--- config.mk ---
export PLATFORM = sky130hd
export DESIGN_NAME = par2ser_mux
export DESIGN_NICKNAME = d
export VERILOG_FILES = /design/src/rtl/par2ser_pkg.sv /design/src/rtl/p2s_step_counter.sv /design/src/rtl/p2s_hold_reg.sv /design/src/rtl/p2s_bit_select.sv /design/src/rtl/par2ser_mux.sv
export SDC_FILE = /design/constraint.sdc
export NUM_CORES = 1
export LEC_CHECK = 0
export BUFFER_PORTS_ARGS = -buffer_cell sky130_fd_sc_hd__buf_2
export CORE_MARGIN = 8
export CORE_UTILIZATION = 45
export DETAILED_ROUTE_END_ITERATION = 16
export PLACE_DENSITY_LB_ADDON = 0.08
export RECOVER_POWER = 25
export SLEW_MARGIN = 10
export SYNTH_ARGS = -nofsm -noshare
export SYNTH_HDL_FRONTEND = slang
export SYNTH_SLANG_ARGS = --single-unit
--- constraint.sdc ---
create_clock -name clk_i -period 3.79 [get_ports clk_i]
set_input_delay 0.1895 -clock clk_i [delete_from_list [all_inputs] [get_ports clk_i]]
set_output_delay 0.1895 -clock clk_i [all_outputs]
set_load 0.005 [all_outputs]
--- src/rtl/par2ser_pkg.sv ---
package par2ser_pkg;
  typedef enum logic [1:0] {
    LD_KEEP    = 2'd0,
    LD_DIRECT  = 2'd1,
    LD_PENDING = 2'd2
  } ld_src_e;
endpackage

--- src/rtl/p2s_step_counter.sv ---
module p2s_step_counter #(
  parameter int unsigned DATA_W = 8,
  localparam int unsigned CNT_W = $clog2(DATA_W)
) (
  input  logic             clk_i,
  input  logic             rst_ni,
  output logic [CNT_W-1:0] cnt_o,
  output logic             last_o
);
  localparam logic [CNT_W-1:0] LAST = CNT_W'(DATA_W - 1);

  logic [CNT_W-1:0] cnt_q;

  assign last_o = (cnt_q == LAST);
  assign cnt_o  = cnt_q;

  always_ff @(posedge clk_i or negedge rst_ni) begin
    if (!rst_ni)     cnt_q <= '0;
    else if (last_o) cnt_q <= '0;
    else             cnt_q <= cnt_q + 1'b1;
  end

  p_wrap_r2: assert property (@(posedge clk_i) disable iff (!rst_ni)
    (cnt_q == LAST) |=> (cnt_q == '0));
  p_step_r2: assert property (@(posedge clk_i) disable iff (!rst_ni)
    (cnt_q != LAST) |=> (cnt_q == $past(cnt_q) + 1'b1));
endmodule

--- src/rtl/p2s_hold_reg.sv ---
module p2s_hold_reg
  import par2ser_pkg::*;
#(
  parameter int unsigned DATA_W = 8
) (
  input  logic              clk_i,
  input  logic              rst_ni,
  input  logic              load_i,
  input  logic [DATA_W-1:0] data_i,
  input  logic              commit_i,
  output logic [DATA_W-1:0] word_o
);
  logic [DATA_W-1:0] word_q, pend_data_q;
  logic              pend_q;
  ld_src_e           src;

  // Direct request at the boundary beats an older pending one.
  always_comb begin
    src = LD_KEEP;
    if (commit_i) begin
      if (load_i)      src = LD_DIRECT;
      else if (pend_q) src = LD_PENDING;
    end
  end

  always_ff @(posedge clk_i or negedge rst_ni) begin
    if (!rst_ni) begin
      word_q      <= '0;
      pend_q      <= 1'b0;
      pend_data_q <= '0;
    end else begin
      unique case (src)
        LD_DIRECT:  word_q <= data_i;
        LD_PENDING: word_q <= pend_data_q;
        default:    word_q <= word_q;
      endcase
      if (commit_i) begin
        pend_q <= 1'b0;
      end else if (load_i) begin
        pend_q      <= 1'b1;
        pend_data_q <= data_i;
      end
    end
  end

  assign word_o = word_q;

  p_word_stable_r5: assert property (@(posedge clk_i) disable iff (!rst_ni)
    !commit_i |=> $stable(word_q));
  p_pend_set_r5: assert property (@(posedge clk_i) disable iff (!rst_ni)
    (load_i && !commit_i) |=> (pend_q && pend_data_q == $past(data_i)));
  p_direct_wins_r8: assert property (@(posedge clk_i) disable iff (!rst_ni)
    (commit_i && load_i) |=> (word_q == $past(data_i)));
  p_pend_drop_r6: assert property (@(posedge clk_i) disable iff (!rst_ni)
    commit_i |=> !pend_q);
endmodule

--- src/rtl/p2s_bit_select.sv ---
module p2s_bit_select #(
  parameter int unsigned DATA_W = 8,
  localparam int unsigned CNT_W = $clog2(DATA_W)
) (
  input  logic [DATA_W-1:0] word_i,
  input  logic [CNT_W-1:0]  sel_i,
  output logic              bit_o
);
  logic [DATA_W-1:0] hit;

  for (genvar i = 0; i < DATA_W; i++) begin : g_leg
    assign hit[i] = word_i[i] & (sel_i == CNT_W'(i));
  end

  assign bit_o = |hit;
endmodule

--- src/rtl/par2ser_mux.sv ---
module par2ser_mux #(
  parameter int unsigned DATA_W = 8,
  localparam int unsigned CNT_W = $clog2(DATA_W)
) (
  input  logic              clk_i,
  input  logic              rst_ni,
  input  logic [DATA_W-1:0] data_i,
  input  logic              load_i,
  output logic              ser_o,
  output logic [CNT_W-1:0]  idx_o,
  output logic              frame_o
);
  logic [CNT_W-1:0]  cnt;
  logic              last;
  logic [DATA_W-1:0] word;

  p2s_step_counter #(.DATA_W(DATA_W)) i_cnt (
    .clk_i  (clk_i),
    .rst_ni (rst_ni),
    .cnt_o  (cnt),
    .last_o (last)
  );

  p2s_hold_reg #(.DATA_W(DATA_W)) i_hold (
    .clk_i    (clk_i),
    .rst_ni   (rst_ni),
    .load_i   (load_i),
    .data_i   (data_i),
    .commit_i (last),
    .word_o   (word)
  );

  p2s_bit_select #(.DATA_W(DATA_W)) i_sel (
    .word_i (word),
    .sel_i  (cnt),
    .bit_o  (ser_o)
  );

  assign idx_o   = cnt;
  assign frame_o = (cnt == '0);

  p_frame_after_last_r3: assert property (@(posedge clk_i) disable iff (!rst_ni)
    last |=> frame_o);
  p_frame_single_r3: assert property (@(posedge clk_i) disable iff (!rst_ni)
    frame_o |=> !frame_o);
  p_reset_clear_r7: assert property (@(posedge clk_i)
    !rst_ni |-> (idx_o == '0 && !ser_o && frame_o));
endmodule

==> metrics.csv <==
stage,metric,value,unit
floorplan,core_area,0.00213,mm²
final_layout,final_core_util,52.4,%
final_layout,final_net_count,115,
power,combPwrFrac,11.3,%
clock_network,htree_levels,1,
synth,ys_seq_area_share,51.1,%
synth,ys_top_cells_by_area,"dfrtp_1 (51%), mux2_4 (12%), ha_1 (8.9%)",
synth,synth_common_cells,"dfrtp_1 (20), nand2_1 (9), mux2_4 (8), mux2i_1 (8), o21ai_0 (8)",
critical_path,critical_path.cell_chain,"ha_1, ha_1, and3b_2, ha_1, mux2i_1, o21ai_0",
clock_network,cts_resized,0,
sta,drv_slew,0,
clock_network,cts-buffers-inserted,3,
critical_path,reg2reg_slack,1780,ps
synth,synthCells,79,
clock_network,cts_tree,built,
run,maxCapViolations,0,
power,pwr-share-clk,29.2,%
synth,post-synth-top-count-cell,dfrtp_1,
drt,vias_per_cell,5.02,
critical_path,cp_max_fo,8,
global_routing,grt_max_degree,21,
synth,synth_top_family_by_area,multiplexers,
clock_network,clockBufferDepth,2,
synth,synthMuxAreaShare,20.4,%
critical_path,cp_data_required_time,3970,ps
drt,drt_first_pass_iters,4,
synth,ys_ff_latch,20,
synth,avgSynthCellArea,12.4,µm²
synth,synth_top_area_share,51.1,%
placed_design,place_ws,1760,ps
final_layout,syn2layout_area_growth,13.8,%
global_routing,grt_overflow,0,
sta,setup_viol,0,
sta,rsz0062_at_grt,no,
synth,synth_compound_area_share,7.66,%
final_layout,drive_gt1_share,29.2,%
critical_path,path_buf_inv,0,
drt,routed_wirelength,1730,µm
final_layout,final_area,0.00111,mm²
sta,finalSetupTns,0,ps
floorplan,io_pins,16,
global_routing,grt_pass1_vias,679,
synth,yosys.area_share.simple,8.30,%
synth,synth_top_area_cell,dfrtp_1,
critical_path,critPathKind,reg2reg,
min_path,hold_class,in2reg,
critical_path,crit_family,adder cells,
synth,synth_area,980,µm²
drt,ant_nets,0,
synth,synth_adder_area_share,8.94,%
sta,skew,1.79,ps
sta,worst-slew-pin-transition,1090,ps
floorplan,die_w,62.7,µm
critical_path,end_kind,register,
critical_path,timing.critical_path.mode_cell,ha_1,
drt,num_vias,623,
global_routing,grt_pass1_wl,3170,µm
status,outcome,"complete, no violations",
clock_network,clkLatencyLatePin,300,ps
power,p_leak,0.549,nW
power,finalPower,0.421,mW
critical_path,slowest_stage,ha_1,
global_routing,grt_antenna_before_repair,0,
critical_path,critPathMaxStageDelay,470,ps
placed_design,place_inst,119,
sta,finalCritPeriodShare,53.1,%
sta,finalCriticalPeriod,2010,ps
global_routing,grt_use_total,10.2,%
placed_design,gp_congestion,0.744,
floorplan,die_h,62.7,µm
clock_network,root_buffer,clkbuf_4,
synth,ys_async_sr_fraction,100,%
power,peakVddDrop,0.246,mV
floorplan,start_util,46.1,%
placed_design,dpl.hpwl,1250,µm
drt,drtIter0Drc,42,
synth,synth_ff_type,dfrtp_1,
sta,fmax,497,MHz
synth,syn_nets,97,
clock_network,post_cts_buffers,0,
critical_path,start_kind,register,
power,p_switching,0.0985,mW
drt,drt_drc_violations_left,0,
critical_path,arrival,2190,ps
synth,yosys_warnings,0,
clock_network,cts.reportedPaths.clkPinSlew,110,ps
synth,synth_xor_area_share,0,%
sta,slew_headroom,27.3,%
power,powerDensity,378,mW/mm²
final_layout,fin_cells,124,
sta,worst_slack,1780,ps
floorplan,rows,17,
floorplan,die-area,0.00393,mm²
sta,hold_viol_final,0,
final_layout,n_antenna_cell,0,
sta,timing.hold.ws,128,ps
placed_design,io_buffers,15,
power,internal_power,0.323,mW
synth,netlist-cell-type-count,19,
power,p_seq_share,59.5,%
power,switching_share,23.4,%
placed_design,placed_cell_area,0.00107,mm²
drt,wl_per_cell,14.0,µm
synth,synth-edff-count,0,
clock_network,clock-sinks,20,
path summary, 6_finish.rpt:
kind	startpoint	endpoint	depth (start not counted)
setup / recovery	i_cnt.cnt_o[0]	i_hold.word_o[1]	6
hold / removal	data_i[6]	i_hold.pend_data_q[6]	2
setup reg to reg	i_cnt.cnt_o[0]	i_hold.word_o[1]	6
hold reg to reg	i_hold.word_o[2]	i_hold.word_o[2]	2
max in group asynchronous	rst_ni	i_hold.word_o[0]	2
min in group asynchronous	rst_ni	i_hold.word_o[1]	2
area by class of cell:
type	count	area, µm²
sequential	20	500
multi-input combinational	52	444
fill	190	1010
timing repair buffer	16	83.8
tap	28	35.0
inverter	4	15.0
clock buffer	4	36.3
cell usage in the layout, fill, tap and decap left out:
master and n:
buf_2 14, and2b_2 1, nand2b_1 1, o211ai_1 1, o21ai_0 8, clkbuf_8 1
inv_1 4, mux2i_1 8, ha_1 7, nand3_1 1, nor2b_1 1, and3b_2 1
a221oi_1 2, nand2_1 9, dfrtp_1 20, mux2_4 8, dlygate4sd3_1 1, nor2_1 3
clkbuf_1 1, clkbuf_4 3, a222oi_1 1
flip-flops by register name, indices dropped and copies added (netlist names):
| signal | cells |
|---|---|
| i_cnt.cnt_o | 3 |
| i_hold.pend_data_q | 8 |
| i_hold.pend_q | 1 |
| i_hold.word_o | 8 |
cells by family after synthesis:
| group | count (synthesis) |
|---|---|
| flops | 20 |
| simple gates | 17 |
| mux | 16 |
| compound gates | 12 |
| buf+inv | 7 |
| fa+ha+maj | 7 |
power groups by stage:
| stage | logic [mW] | clock network [mW] | registers [mW] |
|---|---|---|---|
| finish | 0.0474 | 0.123 | 0.251 |
| detailed placement | 0.0475 | 0 | 0.255 |
| floorplan | 0.0325 | 0 | 0.250 |
| global placement | 0.0465 | 0 | 0.255 |
| global route | 0.0544 | 0.137 | 0.254 |
| CTS | 0.0489 | 0.130 | 0.251 |
per-layer routing:
| layer | routed length [µm] | GRT usage [%] |
|---|---|---|
| met5 | 0 | 0 |
| met2 | 742 | 15.4 |
| met4 | 14 | 4.27 |
| met1 | 886 | 12.5 |
| met3 | 90 | 3.94 |
timing repair:
item / in CTS / in global routing
hold buffers: 1 / 0
hold endpoints to repair: 20 / 0
endpoints found under the setup margin: 0 / 0
(Power assumes the default switching activity.)
